**src/rtl/panel_pkg.sv**
```systemverilog
package panel_pkg;
  localparam int CTRL_W  = 7;
  localparam int GAIN_W  = 4;
  localparam int IDX_Z   = 4;
  localparam int IDX_AC  = 5;
  localparam int IDX_GND = 6;

  typedef logic [CTRL_W-1:0] ctrl_word_t;

  typedef struct packed {
    logic              gnd;
    logic              ac;
    logic              hiz;
    logic [GAIN_W-1:0] gain;
  } lamp_t;
endpackage

```
**src/rtl/panel_debounce.sv**
```systemverilog
module panel_debounce #(
  parameter int STABLE_TICKS = 4
) (
  input  logic clk_i,
  input  logic rst_ni,
  input  logic tick_i,
  input  logic raw_i,
  output logic press_o
);
  localparam int CNT_W = $clog2(STABLE_TICKS + 1);
  localparam logic [CNT_W-1:0] LIMIT = CNT_W'(STABLE_TICKS - 1);

  logic [1:0]       sync_q;
  logic             stable_q, stable_d;
  logic [CNT_W-1:0] cnt_q, cnt_d;
  logic             flip;

  always_comb begin
    stable_d = stable_q;
    cnt_d    = cnt_q;
    flip     = 1'b0;
    if (tick_i) begin
      if (sync_q[1] == stable_q) begin
        cnt_d = '0;
      end else if (cnt_q == LIMIT) begin
        stable_d = sync_q[1];
        cnt_d    = '0;
        flip     = 1'b1;
      end else begin
        cnt_d = cnt_q + CNT_W'(1);
      end
    end
  end

  assign press_o = flip & sync_q[1];

  always_ff @(posedge clk_i or negedge rst_ni) begin
    if (!rst_ni) begin
      sync_q   <= '0;
      stable_q <= 1'b0;
      cnt_q    <= '0;
    end else begin
      sync_q   <= {sync_q[0], raw_i};
      stable_q <= stable_d;
      cnt_q    <= cnt_d;
    end
  end

  AST_PRESS_AFTER_RUN: assert property (@(posedge clk_i) disable iff (!rst_ni)
    press_o |-> (tick_i && cnt_q == LIMIT && !stable_q));
  AST_PRESS_SINGLE: assert property (@(posedge clk_i) disable iff (!rst_ni)
    press_o |=> !press_o);
  AST_PRESS_LEVEL_HELD: assert property (@(posedge clk_i) disable iff (!rst_ni)
    press_o |=> stable_q);
endmodule

```
**src/rtl/panel_chan_sel.sv**
```systemverilog
module panel_chan_sel #(
  parameter int N_CH = 4
) (
  input  logic                    clk_i,
  input  logic                    rst_ni,
  input  logic                    press_i,
  output logic [$clog2(N_CH)-1:0] sel_o,
  output logic [N_CH-1:0]         chan_led_o
);
  localparam int SEL_W = $clog2(N_CH);
  localparam logic [SEL_W-1:0] LAST = SEL_W'(N_CH - 1);

  logic [SEL_W-1:0] sel_q, sel_d;

  always_comb begin
    sel_d = sel_q;
    if (press_i) begin
      sel_d = (sel_q == LAST) ? '0 : sel_q + SEL_W'(1);
    end
  end

  always_ff @(posedge clk_i or negedge rst_ni) begin
    if (!rst_ni) sel_q <= '0;
    else         sel_q <= sel_d;
  end

  for (genvar i = 0; i < N_CH; i++) begin : g_dec
    assign chan_led_o[i] = (sel_q == SEL_W'(i));
  end

  assign sel_o = sel_q;

  AST_SEL_ADVANCE: assert property (@(posedge clk_i) disable iff (!rst_ni)
    (press_i && sel_q != LAST) |=> (sel_q == $past(sel_q) + SEL_W'(1)));
  AST_SEL_HOLD: assert property (@(posedge clk_i) disable iff (!rst_ni)
    !press_i |=> $stable(sel_q));
  AST_SEL_WRAP: assert property (@(posedge clk_i) disable iff (!rst_ni)
    (press_i && sel_q == LAST) |=> (chan_led_o[0]));
  AST_CHAN_ONEHOT: assert property (@(posedge clk_i) disable iff (!rst_ni)
    $countones(chan_led_o) == 1);
endmodule

```
**src/rtl/panel_lamp_map.sv**
```systemverilog
module panel_lamp_map
  import panel_pkg::*;
#(
  parameter int N_CH = 4
) (
  input  logic [N_CH*CTRL_W-1:0]  words_i,
  input  logic [$clog2(N_CH)-1:0] sel_i,
  output lamp_t                   lamp_o
);
  ctrl_word_t word_arr [N_CH];
  ctrl_word_t cur;

  for (genvar i = 0; i < N_CH; i++) begin : g_unpack
    assign word_arr[i] = words_i[i*CTRL_W +: CTRL_W];
  end

  always_comb begin
    cur         = word_arr[sel_i];
    lamp_o.gain = cur[GAIN_W-1:0];
    lamp_o.gnd  = cur[IDX_GND];
    lamp_o.ac   = cur[IDX_AC];
    lamp_o.hiz  = ~cur[IDX_Z];
  end
endmodule

```
**src/rtl/panel_sel_display.sv**
```systemverilog
module panel_sel_display
  import panel_pkg::*;
#(
  parameter int N_CH         = 4,
  parameter int STABLE_TICKS = 4
) (
  input  logic                   clk_i,
  input  logic                   rst_ni,
  input  logic                   tick_i,
  input  logic                   btn_raw_i,
  input  logic [N_CH*CTRL_W-1:0] ctrl_words_i,
  output logic [N_CH-1:0]        chan_led_o,
  output logic [GAIN_W-1:0]      gain_led_o,
  output logic                   gnd_led_o,
  output logic                   ac_led_o,
  output logic                   hiz_led_o
);
  localparam int SEL_W = $clog2(N_CH);

  logic [1:0]       rst_sync_q;
  logic             rst_n;
  logic             press;
  logic [SEL_W-1:0] sel;
  lamp_t            lamp;

  always_ff @(posedge clk_i or negedge rst_ni) begin
    if (!rst_ni) rst_sync_q <= '0;
    else         rst_sync_q <= {rst_sync_q[0], 1'b1};
  end
  assign rst_n = rst_sync_q[1];

  panel_debounce #(.STABLE_TICKS(STABLE_TICKS)) u_deb (
    .clk_i  (clk_i),
    .rst_ni (rst_n),
    .tick_i (tick_i),
    .raw_i  (btn_raw_i),
    .press_o(press)
  );

  panel_chan_sel #(.N_CH(N_CH)) u_sel (
    .clk_i     (clk_i),
    .rst_ni    (rst_n),
    .press_i   (press),
    .sel_o     (sel),
    .chan_led_o(chan_led_o)
  );

  panel_lamp_map #(.N_CH(N_CH)) u_map (
    .words_i(ctrl_words_i),
    .sel_i  (sel),
    .lamp_o (lamp)
  );

  assign gain_led_o = lamp.gain;
  assign gnd_led_o  = lamp.gnd;
  assign ac_led_o   = lamp.ac;
  assign hiz_led_o  = lamp.hiz;

  AST_HIZ_INVERTED: assert property (@(posedge clk_i) disable iff (!rst_n)
    hiz_led_o != ctrl_words_i[sel*CTRL_W + IDX_Z]);
  AST_GND_FOLLOWS: assert property (@(posedge clk_i) disable iff (!rst_n)
    gnd_led_o == ctrl_words_i[sel*CTRL_W + IDX_GND]);
  AST_AC_FOLLOWS: assert property (@(posedge clk_i) disable iff (!rst_n)
    ac_led_o == ctrl_words_i[sel*CTRL_W + IDX_AC]);
endmodule

```
**config.mk**
```make
export PLATFORM = sky130hd
export DESIGN_NAME = panel_sel_display
export DESIGN_NICKNAME = d
export VERILOG_FILES = /design/src/rtl/panel_pkg.sv /design/src/rtl/panel_debounce.sv /design/src/rtl/panel_chan_sel.sv /design/src/rtl/panel_lamp_map.sv /design/src/rtl/panel_sel_display.sv
export SDC_FILE = /design/constraint.sdc
export NUM_CORES = 1
export LEC_CHECK = 0
export BUFFER_PORTS_ARGS = -buffer_cell sky130_fd_sc_hd__buf_2
export CORE_MARGIN = 10
export CORE_UTILIZATION = 39
export DETAILED_ROUTE_END_ITERATION = 10
export PLACE_DENSITY = 0.79
export SLEW_MARGIN = 40
export SYNTH_ARGS = -nofsm -noshare
export SYNTH_HDL_FRONTEND = slang
export SYNTH_SLANG_ARGS = --single-unit
```
**constraint.sdc**
```tcl
create_clock -name clk_i -period 1.71 [get_ports clk_i]
set_clock_uncertainty 0.1 [all_clocks]
set_input_delay 0.342 -clock clk_i [delete_from_list [all_inputs] [get_ports clk_i]]
set_output_delay 0.342 -clock clk_i [all_outputs]
set_load 0.01 [all_outputs]
```
After elaboration in Yosys (flattened, before gate mapping)
Cells that the tools add are included.

Register bits after elaboration: 10. Logic and storage cells: 28. Output and inout bits: 11. Bits of input ports: 32.

Mux-type cells: 9. Equal/unequal tests: 5. $lt $le $gt $ge: 1. $add $sub $neg: 2. Bitwise operators: 4. Reductions and logical operators: 2.

Operators by type and width (count): $bmux 7 s2 (1); $mux 7 (2); $mux 3 (2); $eq 2x2->1 const B (2); $add 3x1->3 const B (1); $eq 3x2->1 const B (1); $ge 3x3->1 const B (1); $mux 1 (3); $not 2->3 (1); $reduce_and 3->1 (1); $add 2x1->2 const B (1); $eq 2x1->1 const B (1); $logic_not 2->1 (1); $mux 2 (1); $not 1->1 (2); $and 1x1->1 (1); $eq 1x1->1 (1).

Longest topological paths before layout
Gate-level depths: netlist of run 1.

Word-level depth: 5. Gate-level depth with buffers: 4. Gate-level depth less buffers: 4.

Modules after synthesis
A second synthesis of run 1 with hierarchy kept.

Cells, all modules: 46. Area, all modules: 651.9 um^2.

Modules (own cells, without submodules): panel_debounce (sequential area each 150.1 um^2, instances 1, cells an instance 21, area each 269.0 um^2); panel_lamp_map (sequential area each 0.0 um^2, instances 1, cells an instance 10, area each 198.9 um^2); panel_chan_sel (sequential area each 50.0 um^2, instances 1, cells an instance 12, area each 130.1 um^2); panel_sel_display (sequential area each 50.0 um^2, instances 1, cells an instance 3, area each 53.8 um^2).

Worst setup path after synthesis of run 1
No wires, ideal clock.

Kind: register to output. From: register u_sel.sel_q[0] (netlist: u_sel.sel_o[0]). To: output hiz_led_o. Data required time: 1.268 ns. Arrival time: 1.114 ns. Path buffers: 1. Cell stages (with the launch flop): 4. Slack: 0.154 ns. Cell sequence: dfrtp_1 > buf_6 > mux4_2 > inv_1.

Longest elaborated chain between the ends: 5.

Ends and longest elaborated chain: from (decl) (line panel_chan_sel.sv:13) `logic [SEL_W-1:0] sel_q, sel_d;`; from (signal assigned) (line panel_chan_sel.sv:24) `else sel_q <= sel_d;`; $not 2->3 (not written as such) (line panel_lamp_map.sv:18) `cur = word_arr[sel_i];`; $bmux 7 s2 (line panel_lamp_map.sv:18); $mux 7 (not written as such) (2 in a row) (line panel_lamp_map.sv:18); $not 1->1 (line panel_lamp_map.sv:22) `lamp_o.hiz = ~cur[IDX_Z];`; to (decl) (line panel_sel_display.sv:16) `output logic hiz_led_o`.

Every way passes these cells. The select of a mux whose other input is x is not followed.

Final worst setup path of run 1
From: register u_sel.sel_q[0] (netlist: u_sel.sel_o[0]). To: output gain_led_o[1].

Longest elaborated chain between the ends: 4.

Ends and longest elaborated chain: $not 2->3 (not written as such) (line panel_lamp_map.sv:18); $bmux 7 s2 (line panel_lamp_map.sv:18); $mux 7 (not written as such) (2 in a row) (line panel_lamp_map.sv:18); to (decl) (line panel_sel_display.sv:13) `output logic [GAIN_W-1:0] gain_led_o,`.

Every way passes these cells. The select of a mux whose other input is x is not followed.

==> impl_metrics.py, run 1 <==
metrics = {
    "flow_run": {
        "cap_viol_max_count": 0,
    },
    "pwr": {
        "p_sw_share_pct": 34.5,
        "power_frac_comb_pct": 63.0,
        "sequentialPowerShare_pct": 25.6,
        "ir_drop_mv": 0.817,
        "clockPowerShare_pct": 11.4,
        "power.density_mw_per_mm2": 1270,
        "p_int_w": 0.000892,
        "p_sw_w": 0.000470,
        "total_leakage_power_nw": 0.508,
    },
    "route": {
        "drc": 0,
        "wl_um": 2300,
        "ant_nets": 0,
        "wire_per_inst_um": 20.6,
        "viasPerCell": 5.18,
        "drtIter0Drc": 11,
        "first_pass_iters": 4,
        "vias": 580,
    },
    "final_layout": {
        "antennaDiodeCount": 0,
        "layout.nets": 135,
        "syn_to_final_growth_pct": 71.1,
        "drive_gt1_share_pct": 72.9,
    },
    "sta": {
        "holdWs_ns": 0.0374,
        "timing.fmax_mhz": 525,
        "setup_violations": 11,
        "fin_ws_ns": -0.197,
        "drv_slew": 0,
        "fin_crit_sh_pct": 111,
        "rsz0062_at_grt": "yes",
        "final-hold-violation-count": 0,
        "fin_crit_ns": 1.91,
    },
    "global_routing": {
        "grt_pass1_vias": 599,
        "track_usage_pct": 9.63,
        "gr-total-overflow": 0,
        "antenna_found_initial": 0,
        "grt_pass1_wl_um": 2670,
        "grt_max_degree": 12,
    },
    "synth": {
        "synth_area_um2": 624,
        "synth_ff_type": "dfrtp_1",
        "synth_top_area_share_pct": 40.1,
        "yosys.cell_count.top_type": "dfrtp_1",
        "yosys_warnings": 0,
        "ys_top_cells_by_area": "dfrtp_1, mux4_2, ha_1",
        "synth_seq_cells": 10,
        "syn-num-nets": 82,
        "yosysTopAreaCell": "dfrtp_1",
        "yosysUniqueCellTypes": 19,
        "synth_commonest_cells": "dfrtp_1, mux4_2, ha_1, inv_1",
        "synth_cells": 45,
        "avgSynthCellArea_um2": 13.9,
        "synth-seq-area-share_pct": 40.1,
        "synth_edf_count": 0,
        "async_flop_share_pct": 100,
    },
    "die": {
        "ios": 43,
        "fp.dieW_um": 60.0,
        "die_area_mm2": 0.00360,
        "row_count": 14,
        "core_area_mm2": 0.00151,
        "start_util_pct": 41.4,
        "die_h_um": 60.0,
    },
    "setup_path": {
        "rr_worst_depth": 6,
        "startpoint_type": "register",
        "cp_data_required_time_ns": 1.27,
        "critPathMaxFanout": 4,
        "crit_path_end_kind": "primary output",
        "crit_type": "reg2out",
        "arrival_ns": 1.46,
    },
    "placed_design": {
        "dpl.hpwl_um": 1530,
        "portBuffers": 42,
        "pre_cts_slack_ns": -0.0913,
        "gp_congestion": 0.725,
    },
    "cts": {
        "cts_tree": "done",
        "clk_pin_slew_ns": 0.06,
        "cts_max_level": 1,
        "clk_path_buf_depth": 2,
        "clock_latency_ns": 0.26,
        "numClockSinks": 10,
        "cts_made_buffers": 3,
        "root_buffer": "clkbuf_4",
    },
    "status": {
        "violations": "setup timing",
        "status": "finished with violations",
    },
    "hold_path": {
        "min_path_type": "reg2async",
    },
}
-- layer usage --
metal | vias up | share of wire [%] | global-route usage (%) | routed length (um)
li1 | 263 | - | - | -
met1 | 272 | 38 | 8.40 | 874
met2 | 41 | 45 | 16.2 | 1040
met3 | 4 | 15 | 6.14 | 345
met4 | 0 | 1.7 | 5.77 | 40
met5 | - | 0 | 0 | 0
-- stage by stage --
| step | power (W) | TNS, ns | cell area, um^2 | std cells | util, % |
|---|---|---|---|---|---|
| 2_1_floorplan | 0.000688 | 0 | 624 | 45 | - |
| 3_3_place_gp | 0.000837 | -0.288 | 853 | 103 | 56.6 |
| 3_5_place_dp | 0.000853 | -0.340 | 853 | 103 | 56.6 |
| 4_1_cts | 0.00110 | -1.43 | 930 | 111 | 61.7 |
| 5_1_grt | 0.00146 | -2.02 | 1070 | 112 | 70.9 |
| 6_report | 0.00136 | -1.55 | 1070 | 112 | 70.9 |
-- sequential cells by signal, summed over array words and instances (netlist names) --
name	count
u_deb.cnt_q	3
u_sel.sel_o	2
rst_sync_q	2
u_deb.stable_q	1
u_deb.sync_q	2
-- layout make-up --
cell class              instances  area [um^2]
inverters                       5         23.8
multi-input cells              28          389
repair buffers                 50          360
flip-flops and latches         10          253
fillers                        93          438
well taps                      16         20.0
clock buffers                   3         22.5
-- worst paths after layout --
check	from	endpoint	slack (ns)
setup / recovery	u_sel.sel_o[0]$_DFFE_PN0P_	gain_led_o[1]	-0.20
hold / removal	rst_sync_q[1]$_DFF_PN0_	u_deb.sync_q[0]$_DFF_PN0_	0.04
setup reg to reg	u_sel.sel_o[0]$_DFFE_PN0P_	u_sel.sel_o[1]$_DFFE_PN0P_	0.14
hold reg to reg	rst_sync_q[1]$_DFF_PN0_	u_deb.sync_q[0]$_DFF_PN0_	0.04
max in group asynchronous	rst_ni	rst_sync_q[0]$_DFF_PN0_	1.13
min in group clk_i	btn_raw_i	u_deb.sync_q[0]$_DFF_PN0_	0.08
-- cell families after synthesis --
group	share of synthesized area (%)
mux	30.7
flops	40.1
simple gates	7.82
buf+inv	5.61
fa+ha+maj	10.0
compound gates	3.81
other cells	0.601
xor+xnor	1.40
-- layout by cell type, fill, tap and decap left out --
cell type      count
buf_4              2
ha_1               1
or2b_1             1
clkbuf_4           3
nor3b_2            1
nand2_1            2
mux2_1             2
xor2_1             1
inv_1              3
inv_6              1
dfrtp_1            8
mux2_2             1
a21boi_0           1
conb_1             1
nand2b_1           1
mux4_2             7
o21ai_0            2
dfrtp_2            2
o22ai_1            1
buf_2             31
ha_4               4
dlygate4sd3_1      1
nand3b_2           1
buf_6             16
nor2_1             1
inv_2              1
-- power groups by stage --
stage	clock (W)	combinational, W	sequential (W)
6_report	0.000155	0.000857	0.000349
5_1_grt	0.000180	0.000924	0.000354
4_1_cts	0.000159	0.000604	0.000336
3_5_place_dp	0	0.000477	0.000377
3_3_place_gp	0	0.000466	0.000371
2_1_floorplan	0	0.000363	0.000325
-- critical path, cell delays in order (launching register included) --
cell     delay (ns)
dfrtp_2        0.40
buf_6          0.14
mux4_2         0.52
buf_6          0.14
-- repair_timing --
action                                  CTS  global route
endpoints found under the setup margin   11            11
hold endpoints to repair                  2             0
setup buffers                             4             1
gates resized for setup                   4            26
pin swaps                                 0             1
hold buffers                              1             0
No activity file was read; power rests on OpenSTA's default activity.
==> inputs of run 2 (changes only) <==
--- a/config.mk
+++ b/config.mk
@@ -6,7 +6,7 @@
 export NUM_CORES = 1
 export LEC_CHECK = 0
 export BUFFER_PORTS_ARGS = -buffer_cell sky130_fd_sc_hd__buf_2
-export CORE_MARGIN = 10
+export CORE_MARGIN = 1
 export CORE_UTILIZATION = 39
 export DETAILED_ROUTE_END_ITERATION = 10
 export PLACE_DENSITY = 0.79
==> run 2 against run 1 <==
The run still ends with setup timing left. Critical path depth is the same. Final cell count shrank 1.8%. Die area shrank 51%. Power shrank 15%. Utilization shrank 7.8 points. Worst hold slack lost 0.0083 ns. Clock power grew 38%. Combinational power shrank 29%. Critical endpoint is now gain_led_o[3]. Largest power group unchanged. Highest routed layer unchanged.
==> impl_metrics.py, run 2 (same netlist as run 1, synthesis figures left out) <==
metrics = {
    "sta": {
        "rsz0062_at_grt": "yes",
        "setup_violations": 11,
        "fin_crit_sh_pct": 110,
        "fin_crit_ns": 1.88,
        "fin_ws_ns": -0.166,
        "timing.fmax_mhz": 533,
        "final-hold-violation-count": 0,
        "drv_slew": 0,
    },
    "final_layout": {
        "antennaDiodeCount": 0,
        "fin_cells": 110,
        "final_cell_mix": "buf_2, dfrtp_1, mux4_2",
        "top_register": "u_deb.cnt_q",
        "fillerInstances": 123,
        "final_common_cell": "buf_2",
        "layout.nets": 132,
        "syn_to_final_growth_pct": 52.3,
        "largest_reg_flops": 3,
        "fin_area_um2": 951,
        "drive_gt1_share_pct": 67.0,
    },
    "setup_path": {
        "path_buf_inv": 2,
        "cp_data_required_time_ns": 1.27,
        "crit_type": "reg2out",
        "crit_path_end_kind": "primary output",
        "critPathMaxFanout": 3,
        "path_delay_family": "multiplexers",
        "max_stage_delay_ns": 0.49,
        "startpoint_type": "register",
        "arrival_ns": 1.43,
        "crit_path_top_delay_cell": "mux4_2",
        "path_cells": "buf_4 -> mux4_2 -> buf_2",
    },
    "cts": {
        "cts_made_buffers": 3,
        "numClockSinks": 10,
        "clk_pin_slew_ns": 0.07,
        "cts_max_level": 1,
        "cts_tree": "done",
        "clock_latency_ns": 0.26,
        "clk_path_buf_depth": 2,
        "root_buffer": "clkbuf_4",
    },
    "placed_design": {
        "portBuffers": 42,
        "dpl.hpwl_um": 1030,
        "post-place-cells": 102,
        "placed_area_um2": 846,
        "gp_congestion": 0.668,
    },
    "route": {
        "drtIter0Drc": 13,
        "ant_nets": 0,
        "wire_per_inst_um": 11.9,
        "viasPerCell": 4.99,
        "wl_um": 1300,
        "drc": 0,
        "vias": 549,
        "first_pass_iters": 4,
    },
    "flow_run": {
        "cap_viol_max_count": 0,
    },
    "global_routing": {
        "track_usage_pct": 14.3,
        "gr-total-overflow": 0,
        "antenna_found_initial": 0,
        "grt_pass1_wl_um": 1900,
        "grt_max_degree": 12,
        "grt_pass1_vias": 466,
    },
    "die": {
        "die_area_mm2": 0.00176,
        "row_count": 14,
        "start_util_pct": 41.4,
        "fp.dieW_um": 42.0,
        "core_area_mm2": 0.00151,
        "die_h_um": 42.0,
        "ios": 43,
    },
    "status": {
        "violations": "setup timing",
        "status": "finished with violations",
    },
    "pwr": {
        "total_leakage_power_nw": 0.483,
        "power.density_mw_per_mm2": 1220,
        "ir_drop_mv": 0.577,
    },
    "hold_path": {
        "min_path_type": "reg2async",
    },
}
## run 2: final timing paths
check,slack (ns),startpoint,to,cells past startpoint
max,-0.17,u_sel.sel_o[0]$_DFFE_PN0P_,gain_led_o[3],3
min,0.03,rst_sync_q[1]$_DFF_PN0_,u_deb.stable_q$_DFFE_PN0P_,0
max reg2reg,0.14,u_sel.sel_o[0]$_DFFE_PN0P_,u_sel.sel_o[1]$_DFFE_PN0P_,6
min reg2reg,0.03,rst_sync_q[1]$_DFF_PN0_,u_deb.stable_q$_DFFE_PN0P_,0
max in group asynchronous,1.12,rst_ni,rst_sync_q[0]$_DFF_PN0_,2
min in group clk_i,0.08,btn_raw_i,u_deb.sync_q[0]$_DFF_PN0_,1
## run 2: metrics by stage
stage / TNS, ns / power [W] / hold WS [ns] / util [%] / worst slack [ns]
final: -1.43 / 0.00116 / 0.0291 / 63.1 / -0.166
after CTS: -1.63 / 0.00115 / 0.0402 / 62.1 / -0.170
after global routing: -1.97 / 0.00122 / 0.0672 / 63.1 / -0.201
after floorplan: 0 / 0.000688 / -0.0536 / - / 0.154
after detailed placement: -0.272 / 0.000825 / 0.0315 / 56.1 / -0.0627
after global placement: -0.132 / 0.000811 / 0.0260 / 56.1 / -0.0362
## run 2: routing by layer
layer  part of all wire (%)  GRT usage, %  vias up
li1                       -             -      257
met1                     38          15.9      255
met2                     48          24.1       35
met3                     14          3.45        2
met4                   0.46          9.38        0
met5                      0             0        -
## run 2: layout make-up
type                    instances  area (um^2)  share of cell area, %
inverters                       5         18.8                   1.97
clock buffers                   4         36.3                   3.82
multi-input cells              28          342                   35.9
well taps                      16         20.0                   2.11
repair buffers                 47          283                   29.7
flip-flops and latches         10          251                   26.4
## run 2: worst reg2reg max path: stages, from the launching register on
cell	delay, ns
dfrtp_2	0.42
buf_4	0.16
buf_6	0.11
buf_6	0.11
inv_2	0.05
ha_1	0.22
mux2_1	0.29
## run 2: power breakdown
part           internal, W  switching, W  leakage (nW)  total, W
Sequential        0.000287     0.0000501         0.124  0.000338
Clock             0.000129     0.0000846        0.0210  0.000214
Combinational     0.000367      0.000239         0.338  0.000606
Total             0.000784      0.000374         0.483   0.00116
## run 2: repair_timing
action                                 CTS  global route
setup buffers                            3             0
endpoints found under the hold margin    2             0
setup endpoints to repair               11            11
hold buffers                             1             0
gates resized for setup                  3             4
==> inputs of run 3 (changes only) <==
==> constraint.sdc (replaced) <==
create_clock -name clk_i -period 1.9 [get_ports clk_i]
set_clock_uncertainty 0.1 [all_clocks]
set_input_delay 0.38 -clock clk_i [delete_from_list [all_inputs] [get_ports clk_i]]
set_output_delay 0.38 -clock clk_i [all_outputs]
set_load 0.01 [all_outputs]
==> run 3 against run 2 <==
The run now ends clean. Count of clock-buffer cells in the layout is the same. Sequential power fell by 10%. Sequential share of layout area increased by 0.71 points. Design area is 2.6% lower. Combinational power down 17%. Highest routed layer unchanged.
==> impl_metrics.py, run 3 (same netlist as run 1, synthesis figures left out) <==
metrics = {
    "status": {
        "status": "complete, no violations",
    },
    "die": {
        "die_area_mm2": 0.00176,
        "core_area_mm2": 0.00151,
        "ios": 43,
        "fp.dieW_um": 42.0,
        "start_util_pct": 41.4,
        "die_h_um": 42.0,
        "row_count": 14,
    },
    "global_routing": {
        "grt_pass1_vias": 505,
        "grt_max_degree": 12,
        "gr-total-overflow": 0,
        "grt_pass1_wl_um": 1950,
        "antenna_found_initial": 0,
        "track_usage_pct": 14.8,
    },
    "cts": {
        "cts_made_buffers": 3,
        "cts_max_level": 1,
        "clk_pin_slew_ns": 0.06,
        "clock_latency_ns": 0.26,
        "clk_path_buf_depth": 2,
        "root_buffer": "clkbuf_4",
        "cts_tree": "done",
        "numClockSinks": 10,
    },
    "flow_run": {
        "cap_viol_max_count": 0,
    },
    "sta": {
        "rsz0062_at_grt": "yes",
        "final-hold-violation-count": 0,
        "fin_crit_ns": 1.90,
        "setup_violations": 0,
        "fin_crit_sh_pct": 99.8,
        "drv_slew": 0,
        "setup_tns_ns": 0,
        "timing.fmax_mhz": 527,
    },
    "setup_path": {
        "critPathMaxFanout": 5,
        "cp_data_required_time_ns": 1.42,
        "crit_type": "reg2out",
        "crit_path_end_kind": "primary output",
        "max_stage_delay_ns": 0.50,
        "crit_path_top_delay_cell": "mux4_2",
        "cp_common_cell": "buf_6",
        "arrival_ns": 1.42,
        "startpoint_type": "register",
        "path_cells": "buf_6 -> mux4_2 -> inv_2 -> buf_6",
    },
    "final_layout": {
        "antennaDiodeCount": 0,
        "largest_reg_flops": 3,
        "syn_to_final_growth_pct": 48.3,
        "final_cell_mix": "buf_2, dfrtp_1, mux4_2",
        "drive_gt1_share_pct": 66.0,
        "final_common_cell": "buf_2",
        "postLayoutCoreUtil_pct": 61.5,
        "layout.nets": 132,
        "fin_area_um2": 926,
        "fin_cells": 110,
        "top_register": "u_deb.cnt_q",
    },
    "placed_design": {
        "post-place-cells": 102,
        "placed_area_um2": 846,
        "portBuffers": 42,
        "gp_congestion": 0.668,
        "dpl.hpwl_um": 994,
    },
    "route": {
        "wire_per_inst_um": 11.6,
        "ant_nets": 0,
        "first_pass_iters": 2,
        "drtIter0Drc": 1,
        "vias": 537,
        "drc": 0,
        "wl_um": 1280,
        "viasPerCell": 4.88,
    },
    "hold_path": {
        "min_path_type": "reg2async",
    },
    "pwr": {
        "total_leakage_power_nw": 0.479,
        "ir_drop_mv": 0.569,
        "power.density_mw_per_mm2": 1070,
    },
}
==> run 3: cell type report <==
cell class              instances  area, um^2
clock buffers                   4        36.3
fillers                       134         581
inverters                       5        18.8
multi-input cells              28         339
flip-flops and latches         10         251
well taps                      16        20.0
repair buffers                 47         260
==> run 3: timing repair <==
action	CTS	global route
cloned	0	0
hold endpoints to repair	2	0
endpoints found under the setup margin	10	7
gates resized for setup	4	2
setup buffers	3	0
hold buffers	1	0
==> run 3: final timing paths <==
kind                            cells after the start                    endpoint  slack [ns]                        from
min in group clk_i                                  1   u_deb.sync_q[0]$_DFF_PN0_        0.13                   btn_raw_i
worst max-delay path                                4                   hiz_led_o       0.003  u_sel.sel_o[0]$_DFFE_PN0P_
worst min register to register                      0  u_deb.stable_q$_DFFE_PN0P_        0.03     rst_sync_q[1]$_DFF_PN0_
worst min-delay path                                0  u_deb.stable_q$_DFFE_PN0P_        0.03     rst_sync_q[1]$_DFF_PN0_
worst max register to register                      5  u_sel.sel_o[1]$_DFFE_PN0P_        0.39  u_sel.sel_o[0]$_DFFE_PN0P_
max in group asynchronous                           2     rst_sync_q[0]$_DFF_PN0_        1.28                      rst_ni
==> run 3: where the power goes <==
| group | switching (W) | internal, W |
|---|---|---|
| logic | 0.000210 | 0.000295 |
| clock network | 0.0000695 | 0.000116 |
| registers | 0.0000442 | 0.000259 |
==> run 3: worst max-delay path: cells and delay by family (launching register included) <==
kind	cells	cell delay, ns
flip-flops	1	0.37
multiplexers	1	0.50
buffers and inverters	3	0.29
==> run 3: metal layers <==
metal  vias up  global-route usage [%]  part of all wire [%]  wire length [um]
li1        256                       -                     -                 -
met5         -                       0                     0                 0
met2        33                    25.0                    48               615
met3         2                    4.74                    12               159
met1       246                    15.8                    38               491
met4         0                    9.38                  0.94                12
==> run 3: per-stage QoR <==
step	total power [W]	hold slack [ns]	setup slack [ns]
floorplan	0.000619	-0.0156	0.306
global placement	0.000728	0.0253	0.0696
CTS	0.000998	0.0457	-0.0169
detailed placement	0.000744	0.0381	0.0413
global route	0.00107	0.0673	-0.0720
finish	0.000993	0.0301	0.00349
